## config.mk

```make
export PLATFORM = sky130hd
export DESIGN_NAME = audmclk_gen
export DESIGN_NICKNAME = d
export VERILOG_FILES = /design/src/rtl/audmclk_pkg.sv /design/src/rtl/audmclk_ctrl.sv /design/src/rtl/audmclk_dp.sv /design/src/rtl/audmclk_gen.sv
export SDC_FILE = /design/constraint.sdc
export NUM_CORES = 1
export LEC_CHECK = 0
export ABC_CLOCK_PERIOD_IN_PS = 2700
export BUFFER_PORTS_ARGS = -buffer_cell sky130_fd_sc_hd__clkbuf_2
export CORE_AREA = 2 2 39 41
export DETAILED_ROUTE_END_ITERATION = 10
export DIE_AREA = 0 0 41 43
export GPL_TIMING_DRIVEN = 0
export PLACE_DENSITY_LB_ADDON = 0.08
export SYNTH_ARGS = -nofsm -noshare
export SYNTH_HDL_FRONTEND = slang
export SYNTH_SLANG_ARGS = --single-unit
```

## constraint.sdc

```tcl
create_clock -name clkKer -period 2.7 [get_ports clkKer]
set_input_delay 0.135 -clock clkKer [delete_from_list [all_inputs] [get_ports clkKer]]
set_output_delay 0.135 -clock clkKer [all_outputs]
set_load 0.05 [all_outputs]
```

## src/rtl/audmclk_pkg.sv

```systemverilog
package audmclk_pkg;

  // Strobes sent from the control unit to the divider datapath
  typedef struct packed {
    logic run;       // block enabled and configured as master
    logic passMode;  // kernel clock passed through undivided
  } ctrlStb_t;

endpackage

```

## src/rtl/audmclk_ctrl.sv

```systemverilog
module audmclk_ctrl
  import audmclk_pkg::*;
#(
  parameter int CODE_W = 4
) (
  input  logic              clkKer,
  input  logic              rstN,
  input  logic [CODE_W-1:0] divCode,
  input  logic              noDiv,
  input  logic              isMaster,
  input  logic              blockEn,
  output ctrlStb_t          ctrlStb,
  output logic [CODE_W-1:0] termCnt
);

  logic [CODE_W-1:0] cfgCodeQ;
  logic              cfgNoDivQ;
  logic              cfgMasterQ;

  // Configuration is only accepted while the audio block is disabled
  always_ff @(posedge clkKer or negedge rstN) begin
    if (!rstN) begin
      cfgCodeQ   <= '0;
      cfgNoDivQ  <= 1'b0;
      cfgMasterQ <= 1'b0;
    end else if (!blockEn) begin
      cfgCodeQ   <= divCode;
      cfgNoDivQ  <= noDiv;
      cfgMasterQ <= isMaster;
    end
  end

  always_comb begin
    ctrlStb.run      = blockEn & cfgMasterQ;
    ctrlStb.passMode = cfgNoDivQ | (cfgCodeQ == '0);
    termCnt          = cfgCodeQ - CODE_W'(1);
  end

endmodule

```

## src/rtl/audmclk_dp.sv

```systemverilog
module audmclk_dp
  import audmclk_pkg::*;
#(
  parameter int CODE_W = 4
) (
  input  logic              clkKer,
  input  logic              rstN,
  input  ctrlStb_t          ctrlStb,
  input  logic [CODE_W-1:0] termCnt,
  output logic              mclkOut,
  output logic              mclkRiseStb
);

  logic [CODE_W-1:0] cntQ;
  logic              divClkQ;
  logic              stbQ;
  logic              passEnQ;

  // Half-period counter: toggles the divided clock every termCnt+1 edges
  always_ff @(posedge clkKer or negedge rstN) begin
    if (!rstN) begin
      cntQ    <= '0;
      divClkQ <= 1'b0;
      stbQ    <= 1'b0;
    end else if (!ctrlStb.run || ctrlStb.passMode) begin
      cntQ    <= '0;
      divClkQ <= 1'b0;
      stbQ    <= 1'b0;
    end else if (cntQ == termCnt) begin
      cntQ    <= '0;
      divClkQ <= ~divClkQ;
      stbQ    <= ~divClkQ;
    end else begin
      cntQ    <= cntQ + CODE_W'(1);
      stbQ    <= 1'b0;
    end
  end

  // Registered gate for the pass-through path
  always_ff @(posedge clkKer or negedge rstN) begin
    if (!rstN) passEnQ <= 1'b0;
    else       passEnQ <= ctrlStb.run & ctrlStb.passMode;
  end

  assign mclkOut     = passEnQ ? clkKer : divClkQ;
  assign mclkRiseStb = passEnQ | stbQ;

endmodule

```

## src/rtl/audmclk_gen.sv

```systemverilog
module audmclk_gen
  import audmclk_pkg::*;
#(
  parameter int CODE_W = 4
) (
  input  logic              clkKer,
  input  logic              rstN,
  input  logic [CODE_W-1:0] divCode,
  input  logic              noDiv,
  input  logic              isMaster,
  input  logic              blockEn,
  output logic              mclkOut,
  output logic              mclkRiseStb
);

  ctrlStb_t          ctrlStb;
  logic [CODE_W-1:0] termCnt;

  audmclk_ctrl #(.CODE_W(CODE_W)) ctrlI (
    .clkKer   (clkKer),
    .rstN     (rstN),
    .divCode  (divCode),
    .noDiv    (noDiv),
    .isMaster (isMaster),
    .blockEn  (blockEn),
    .ctrlStb  (ctrlStb),
    .termCnt  (termCnt)
  );

  audmclk_dp #(.CODE_W(CODE_W)) dpI (
    .clkKer      (clkKer),
    .rstN        (rstN),
    .ctrlStb     (ctrlStb),
    .termCnt     (termCnt),
    .mclkOut     (mclkOut),
    .mclkRiseStb (mclkRiseStb)
  );

endmodule

```

==> impl_results.md, run 1 <==
- Main synth FF type: dfrtp_1
- P per Cell Area: ~580 mW/mm²
- GPL Wtd Cong: between 0.6 and 0.7
- CP startpoint kind: clock port
- Post-CTS setup buffers: 0
- Sequential fraction of design power: a little under half
- Die Width: about 41 µm
- Final setup vio count: 0
- Total Neg Setup Slack: 0 ns
- Setup crit end kind: output port
- Setup CP Type: clk -> out
- Least-Margin Pin Slew: between 0.3 and 0.4 ns
- P_sw: roughly 0.12 mW
- Largest fanout on the critical path: 2
- CTS tree: done
- Internal: about 0.36 mW
- RSZ-0062 raised after global routing: no
- Core area: 0.001384 mm²
- Die H: between 40 and 50 µm
- Die footprint: between 0.0015 and 0.002 mm²
- Min-delay worst type: in -> reg
- Status: finished, final reports clean
- Non-Filler Instances: approximately 90
- Max-slew violation count: 0
- Synth Area per Inst: about 12 µm²
- Post-synth EDFFs: 0
- Vias in the first global route: ~460
- DR pass1 iterations: 5
- Sw Share: between 20% and 30%
- DR vias/cell: ~4.6
- Layout cells sized above 1: about 36%
- Initial Utilization: 46.02%
- Grt ovf: 0
- # diodes: 0
- NumNets Final: 88
- Seq/Total Area, Yosys: about half
- Critical path data required time: between 2 and 3 ns
- DR iter-0 viols: 6
- WL met1: around 470 µm
- Static Leak: around 0.4 nW
- Power share of the clock group: slightly below 40%
- Yosys reg bits: 13
- Comb power frac: between 10% and 20%
- WL met3: ~44 µm
- Core Rows: 14
- Drt drc: 0
- Total power draw: 0.4785 mW
- Uppermost routed layer: met4
- Worst Path Arrival: between 2 and 2.5 ns
- Ys Warns: 0
- Hold Buf Count CTS: 8
- Met2 wire length: ~500 µm
- Clk pin slew, worst setup/hold paths: ~0.070 ns
- Post-Route WL: around 1100 µm
- Peak VDD IR: approximately 0.00037 V
- Inst Count DP: 77
- Ys async rst share: 100.0%
- GRT Total Usage: 16.68%
- CTS resizes: 0
- WL per Instance: 11.47 µm
- Synth Instances: 52
- Port buffer count: 9
- Initial antenna violation count: 0
- Largest net degree at the start of global routing: 14
- First-pass GRT wire length: ~1800 µm
- Final hold viol count: 0
- Antenna viol nets, final: 0
- Skew final: around 0.0038 ns
- Area delta synth->final: 30.45%
- Syn_nets: 63
- Cell area after synthesis: 636.9 µm²
- Synth unique cells: 21
- Worst skew pair latency: roughly 0.38 ns
- Routed via count: 421
- Worst slew margin: 77.36%
- Max-Cap Viols: 0
- Io pins: 11
==> synth_stat cells (2+ instances only) <==
master   instances  area (µm²)
inv_1            4       15.01
ha_1             2       25.02
nor3_1           2       10.01
xnor2_1          3       26.28
dfrtp_1         13       325.3
mux2_2           6       67.56
xor2_1           3       26.28
nor2_1           6       22.52
==> power by group through the flow <==
stage / Sequential, mW / Combinational, mW / Clock [mW]
final: 0.216 / 0.0718 / 0.190
after global routing: 0.218 / 0.0808 / 0.220
after CTS: 0.217 / 0.0729 / 0.201
after detailed placement: 0.221 / 0.0630 / 0.0125
after global placement: 0.221 / 0.0618 / 0.0125
after floorplan: 0.218 / 0.0486 / 0.0109
==> through the flow <==
| step | utilization [%] | worst slack (ns) | area [µm²] | hold WS (ns) |
|---|---|---|---|---|
| after global placement | 50.72 | 0.7460 | 701.9 | 0.04327 |
| after floorplan | - | 0.8401 | 636.9 | -0.1606 |
| final | 60.04 | 0.5076 | 830.8 | 0.02550 |
| after CTS | 60.04 | 0.4917 | 830.8 | 0.01866 |
| after detailed placement | 50.72 | 0.7460 | 701.9 | 0.04611 |
| after global routing | 60.04 | 0.4750 | 830.8 | 0.008957 |
==> critical path, stage by stage <==
cell,delay [ns]
clkbuf_4,0.11
clkbuf_4,0.12
mux2_2,0.25
clkbuf_2,0.23
==> worst paths after layout <==
kind | start | endpoint | slack [ns] | depth (start not counted)
setup / recovery | clkKer | mclkOut | 0.51 | 4
hold / removal | blockEn | dpI.passEnQ$_DFF_PN0_ | 0.03 | 3
setup reg to reg | ctrlI.cfgCodeQ[0]$_DFFE_PN0N_ | dpI.cntQ[3]$_DFF_PN0_ | 1.03 | 6
hold reg to reg | dpI.cntQ[0]$_DFF_PN0_ | dpI.cntQ[0]$_DFF_PN0_ | 0.50 | 1
max in group asynchronous | rstN | dpI.cntQ[3]$_DFF_PN0_ | 2.28 | 2
min in group asynchronous | rstN | ctrlI.cfgNoDivQ$_DFFE_PN0N_ | 0.17 | 2
==> cell usage in the layout, fill, tap and decap left out <==
master,n
or4_4,1
nand2_4,1
o21ai_1,1
clkbuf_1,1
nand3_2,1
mux2_2,6
xnor2_1,3
nor3_1,2
nand3_1,1
buf_6,1
ha_1,2
nor3b_1,1
dlygate4sd3_1,8
inv_1,4
clkbuf_4,6
nor3_2,1
xnor3_1,1
o211ai_1,1
or2_2,1
xor2_1,3
o21ai_0,1
clkbuf_2,9
nor2_1,6
nand2b_1,1
dfrtp_1,13
==> layout make-up <==
cell class / count / area [µm²]
Sequential cell: 13 / 325.3
Multi-Input combinational cell: 34 / 285.3
Timing Repair Buffer: 16 / 120.1
Clock buffer: 8 / 53.80
Tap cell: 16 / 20.02
Fill cell: 120 / 553.0
Inverter: 4 / 15.01
Buffer: 1 / 11.26
==> sequential cells by signal (all words and copies together) (netlist names) <==
register          flops
ctrlI.cfgCodeQ        4
dpI.cntQ              4
ctrlI.cfgMasterQ      1
ctrlI.cfgNoDivQ       1
dpI.divClkQ           1
dpI.passEnQ           1
dpI.stbQ              1
==> logic make-up after synthesis <==
group / after synthesis / synth area share (%)
and+or+nand+nor: 16 / 15.72
DFF: 13 / 51.08
AOI/OAI and AO/OA: 3 / 2.749
muxes: 6 / 10.61
xor gates and xnor gates: 7 / 11.79
adders and majority gates: 2 / 3.929
buffers and inverters: 5 / 4.125
==> layer usage <==
metal | GRT usage [%] | vias up
li1 | - | 221
met1 | 17.12 | 189
met3 | 12.04 | 4
met5 | 0 | -
met4 | 11.33 | 0
met2 | 22.81 | 7
Note: power is estimated with default switching activity, not from simulation.
==> inputs of run 2 (changes only) <==
Settings changed: ABC_AREA from default to 1, ABC_CLOCK_PERIOD_IN_PS 2700 to 2000, CORE_AREA 2 2 39 41 to default, CORE_UTILIZATION from default to 47, DIE_AREA 0 0 41 43 to default.
Clock period 2.7 ns to 2 ns, I/O delays scaled along.
==> run 2 against run 1 <==
  * Design area increased by 2.9%
  * Non-clock buffer count unchanged
  * Via count increased by 28%
  * Critical endpoint unchanged
  * Largest power group unchanged
  * First-iteration DRC count increased by 50%
  * Synthesized cell count increased by 50%
  * Routed wire length increased by 9.1%
  * Total power increased by 34%
  * Count of clock-buffer cells in the layout unchanged
  * Sequential cell count unchanged
  * Synthesized area increased by 4.7%
  * Worst setup slack got worse by 0.18 ns
  * Global-route usage increased by 2.4 points
  * Critical path type unchanged
==> impl_results.md, run 2 <==
- Status: finished, final reports clean
- Worst hold start: blockEn
- Setup CP Type: clk -> out
- CTS resizes: 0
- Top Registers: ctrlI.cfgCodeQ x4, dpI.cntQ x4
- Die H: between 30 and 40 µm
- Non-Filler Instances: 117
- Seq/Total Area, Yosys: between 40 and 50%
- Synth Instances: 78
- Synth Area per Inst: 8.550 µm²
- Final core occ: 64.86%
- Post-CTS setup buffers: 0
- Vias in the first global route: roughly 440
- Fill count: 118
- Die footprint: 0.001574 mm²
- Max-Cap Viols: 0
- Grt ovf: 0
- Post-synth EDFFs: 0
- WL per Instance: 9.838 µm
- Ys Warns: 0
- Routed via count: between 500 and 600
- Top-count cell post-synth: nand2_1
- Syn_nets: 89
- DR pass1 iterations: 4
- Initial Utilization: roughly 50%
- Most frequent cells in the layout: 15 x nand2_1, 13 x dfrtp_1, 10 x clkbuf_2
- NumNets Final: 114
- Worst slew margin: about four fifths
- Main synth FF type: dfrtp_1
- CP startpoint kind: clock port
- Worst skew pair latency: around 0.38 ns
- Setup slack after layout: ~0.33 ns
- Internal: roughly 0.46 mW
- Cell area after synthesis: about 670 µm²
- Hpwl dp: 828.9 µm
- GRT Total Usage: between 10% and 20%
- Synth unique cells: 19
- P per Cell Area: around 750 mW/mm²
- Multi-input gate area: slightly below 300 µm²
- GPL Wtd Cong: 0.6842
- Clk pin slew, worst setup/hold paths: ~0.08 ns
- Peak VDD IR: 0.0004415 V
- Initial antenna violation count: 0
- # diodes: 0
- Sw Share: 27.85%
- Final hold viol count: 0
- Ys async rst share: between 90% and 100%
- Core area: about 0.0013 mm²
- Most common cell after layout, fill and taps aside: nand2_1
- Layout cells sized above 1: a little over a quarter
- Max-slew violation count: 0
- Io pins: 11
- Post-synth top area share: approximately half
- DR iter-0 viols: 9
- Worst r2r src: ctrlI.cfgCodeQ[0]$_DFFE_PN0N_
- First-pass GRT wire length: roughly 1800 µm
- Least-Margin Pin Slew: ~0.32 ns
- DR vias/cell: 4.590
- Largest area contributor in the netlist: dfrtp_1
- Dpl ws: between 0.5 and 0.6 ns
- Hold Buf Count CTS: 7
- Area delta synth->final: 28.14%
- Yosys reg bits: 13
- Drt drc: 0
- Static Leak: between 0.4 and 0.5 nW
- Largest fanout on the critical path: 2
- Sequential fraction of design power: 44.4%
- Reg area: 325.3 µm²
- Skew final: ~0.0010 ns
- Total Neg Setup Slack: 0 ns
- Antenna viol nets, final: 0
- RSZ-0062 raised after global routing: no
- Post-Route WL: roughly 1200 µm
- Most frequent cells after synthesis: 15 x nand2_1, 13 x dfrtp_1, 9 x inv_1, 9 x nor2_1
- Core Rows: 13
- Inst Count DP: roughly 100
- Crit path launch: clkKer
- Die Width: a little under 40 µm
- P_sw: between 0.15 and 0.2 mW
- CTS tree: done
- Worst Path Arrival: around 1.6 ns
- Power share of the clock group: between 40% and 50%
- Min-delay worst type: in -> reg
- Ranking of synthesized cells by area: dfrtp_1 49%, nand2_1 8.4%, inv_1 5.1%
- Largest net degree at the start of global routing: 14
- Port buffer count: 10
- Setup crit end kind: output port
- Comb power frac: 14.8%
- Final setup vio count: 0
- Critical path data required time: around 1.9 ns
[run 2: cell count changes after synthesis, moves of 2 or more]
cell     change
nor3_1       -2
nand2_1     +15
a21oi_1      +5
mux2_2       -5
inv_1        +5
inv_2        +3
nor2_1       +3
nand2_2      +4
nand3_1      +4
[run 2: cell families after synthesis]
| logic type | after synthesis | synth area share [%] |
|---|---|---|
| AND/OR/NAND/NOR | 38 | 27.77 |
| buffers and inverters | 13 | 7.503 |
| flip-flops | 13 | 48.78 |
| AO/OA/AOI/OAI | 7 | 5.253 |
| XOR/XNOR | 4 | 5.254 |
| adder cells (fa/ha/maj) | 2 | 3.752 |
| multiplexers | 1 | 1.688 |
[run 2: cell type report]
class / instances / area share, %
multi-input cells: 52 / 34.11
repair buffers: 16 / 13.47
plain buffers: 1 / 0.5857
inverters: 12 / 5.271
well taps: 15 / 2.196
flip-flops and latches: 13 / 38.07
clock buffers: 8 / 6.296
[run 2: critical path: stages]
cell      delay [ns]
clkbuf_4        0.11
clkbuf_4        0.12
nand2_1         0.04
o21ai_0         0.07
clkbuf_2        0.24
[run 2: per-layer routing]
metal  global-route usage, %  wire length, µm  vias up
met5                       0                0        -
met4                   12.93               12        0
met3                   7.386               30        2
met2                   30.33              554       12
met1                   20.42              553      237
li1                        -                -      286
[run 2: stage by stage]
step           instance area (µm²)  power (mW)  hold WS, ns
2_1_floorplan                666.9      0.3669      -0.1956
3_3_place_gp                 735.7      0.3904     0.009887
3_5_place_dp                 735.7      0.3942      0.01297
4_1_cts                      854.6      0.6513      0.09394
5_1_grt                      854.6      0.6887      0.09219
6_report                     854.6      0.6435      0.09708
[run 2: path summary, 6_finish.rpt]
path | end | slack, ns | cells after the start
worst max-delay path | mclkOut | 0.33 | 5
worst min-delay path | dpI.passEnQ$_DFF_PN0_ | 0.1 | 3
worst max register to register | dpI.cntQ[0]$_DFF_PN0_ | 0.62 | 8
worst min register to register | ctrlI.cfgCodeQ[1]$_DFFE_PN0N_ | 0.53 | 2
max in group asynchronous | dpI.divClkQ$_DFFE_PN0P_ | 1.62 | 2
min in group asynchronous | dpI.cntQ[2]$_DFF_PN0_ | 0.14 | 2
[run 2: power groups by stage]
stage	combinational, mW	clock [mW]	sequential [mW]
floorplan	0.0632	0.0147	0.289
global placement	0.0828	0.0175	0.290
detailed placement	0.0857	0.0175	0.291
CTS	0.0965	0.269	0.286
global route	0.109	0.293	0.287
finish	0.0955	0.262	0.286
==> inputs of run 3 (changes only) <==
Settings changed: ABC_CLOCK_PERIOD_IN_PS 2000 to 1750, CORE_UTILIZATION 47 to 50.
Clock period 2 ns to 1.75 ns, I/O delays scaled along.
==> run 3 against run 2 <==
  * Design area is 0.15% lower
  * Total power is 16% higher
  * Critical path depth stayed put
  * Worst setup slack worse by 0.12 ns
  * Non-clock buffer count stayed put
  * Highest routed layer is now met3
==> impl_results.md, run 3 (same netlist as run 2, synthesis figures left out) <==
- Fill count: 88
- Hold path cells: 3
- Status: finished, final reports clean
- Largest net degree at the start of global routing: 14
- Met2 Usage GRT: between 30% and 40%
- Post-Route WL: between 1000 and 1500 µm
- Least-Margin Pin Slew: between 0.3 and 0.4 ns
- GRT Total Usage: 24.60%
- Power share of the clock group: ~42%
- Internal: ~0.53 mW
- Min-delay worst type: in -> reg
- Skew final: 0.002225 ns
- M3 GR Usage: between 10% and 20%
- P_sw: 0.2140 mW
- Initial antenna violation count: 0
- Multi-input gate area: about 300 µm²
- Worst skew pair latency: just under 0.4 ns
- Comb power frac: between 10 and 15%
- DR vias/cell: ~4.6
- Worst r2r src: ctrlI.cfgCodeQ[0]$_DFFE_PN0N_
- # diodes: 0
- RSZ-0062 raised after global routing: no
- Critical path data required time: 1.66 ns
- Sw Share: between 20 and 30%
- GR Util met1: approximately a quarter
- Worst Path Arrival: 1.45 ns
- NumNets Final: ~110
- Flop2flop setup slack: a little under 0.4 ns
- Worst Reg-to-Reg Cells: 11
- Die H: 38.52 µm
- Vias in the first global route: ~590
- Total Neg Setup Slack: 0 ns
- Die Width: ~39 µm
- Post-CTS setup buffers: 0
- Grt ovf: 0
- Clk pin slew, worst setup/hold paths: about 0.08 ns
- Most common cell after layout, fill and taps aside: nand2_1
- Port buffer count: 10
- Hpwl dp: 798.2 µm
- Core Rows: 12
- P per Cell Area: between 800 and 900 mW/mm²
- Core area: roughly 0.0012 mm²
- Most frequent cells in the layout: 15 x nand2_1, 13 x dfrtp_1, 10 x clkbuf_2
- DR iter-0 viols: 12
- Post-DP Area: around 730 µm²
- Antenna viol nets, final: 0
- Max-Cap Viols: 0
- Reg area: roughly 330 µm²
- Initial Utilization: a little under three fifths
- First-pass GRT wire length: roughly 2300 µm
- Routed via count: 533
- Io pins: 11
- Worst hold start: blockEn
- Final setup vio count: 0
- Worst hold slack: 0.07397 ns
- Drt drc: 0
- Crit path launch: clkKer
- Max-slew violation count: 0
- Largest fanout on the critical path: 2
- CP startpoint kind: clock port
- Static Leak: 0.4613 nW
- GPL Wtd Cong: slightly above 0.7
- Final instance area: between 800 and 900 µm²
- Sequential fraction of design power: between 40 and 50%
- Peak VDD IR: approximately 0.00063 V
- CTS tree: done
- Layout cells sized above 1: approximately 27%
- Die footprint: 0.001484 mm²
- WL per Instance: roughly 11 µm
- DR pass1 iterations: 4
- Top Registers: ctrlI.cfgCodeQ x4, dpI.cntQ x4
- Final hold viol count: 0
- Setup CP Type: clk -> out
- Busiest layer in global routing: met2
- Area delta synth->final: 27.95%
- Worst slew margin: between 70 and 80%
- Setup crit end kind: output port
==> run 3: cell counts in the layout (fill, tap and decap cells not counted) <==
Identical to the previous run, type by type.
==> run 3: through the flow <==
stage	setup slack [ns]	total power, mW	std cells	util (%)
2_1_floorplan	0.1930	0.4193	78	-
3_3_place_gp	0.4063	0.4459	102	62.71
3_5_place_dp	0.3973	0.4498	102	62.71
4_1_cts	0.1923	0.7553	116	72.86
5_1_grt	0.1433	0.7983	116	72.86
6_report	0.2077	0.7455	116	72.86
==> run 3: final timing paths <==
| kind | end |
|---|---|
| worst max-delay path | mclkOut |
| worst min-delay path | ctrlI.cfgMasterQ$_DFFE_PN0N_ |
| worst max register to register | dpI.cntQ[0]$_DFF_PN0_ |
| worst min register to register | dpI.divClkQ$_DFFE_PN0P_ |
| max in group asynchronous | ctrlI.cfgCodeQ[0]$_DFFE_PN0N_ |
| min in group asynchronous | dpI.divClkQ$_DFFE_PN0P_ |
==> run 3: power by group through the flow <==
stage                     logic (mW)  registers [mW]  clock network, mW
after global routing           0.125           0.330              0.344
final                          0.109           0.327              0.309
after detailed placement      0.0968           0.333             0.0200
after global placement        0.0943           0.332             0.0200
after floorplan               0.0722           0.330             0.0168
after CTS                      0.109           0.327              0.319
==> run 3: per-layer routing <==
metal / share of wire [%] / vias up / wire [µm]
li1: - / 288 / -
met1: 44 / 226 / 548
met2: 49 / 19 / 608
met3: 6.5 / 0 / 80
met4: 0 / 0 / 0
met5: 0 / - / 0
==> run 3: critical path, cell delays in order <==
cell and delay [ns]:
clkbuf_4 0.11, clkbuf_4 0.12, nand2_1 0.04, o21ai_0 0.07, clkbuf_2 0.24
==> run 3: timing repair <==
action,in CTS,in global routing
endpoints found under the hold margin,19,0
gates resized for setup,0,0
hold buffers,7,0
==> run 3: final cells by class <==
type | count | share of cell area [%]
clock buffer | 8 | 6.305
tap | 14 | 2.053
sequential | 13 | 38.12
buffer | 1 | 0.5865
timing repair buffer | 16 | 13.49
inverter | 12 | 5.279
multi-input combinational | 52 | 34.16
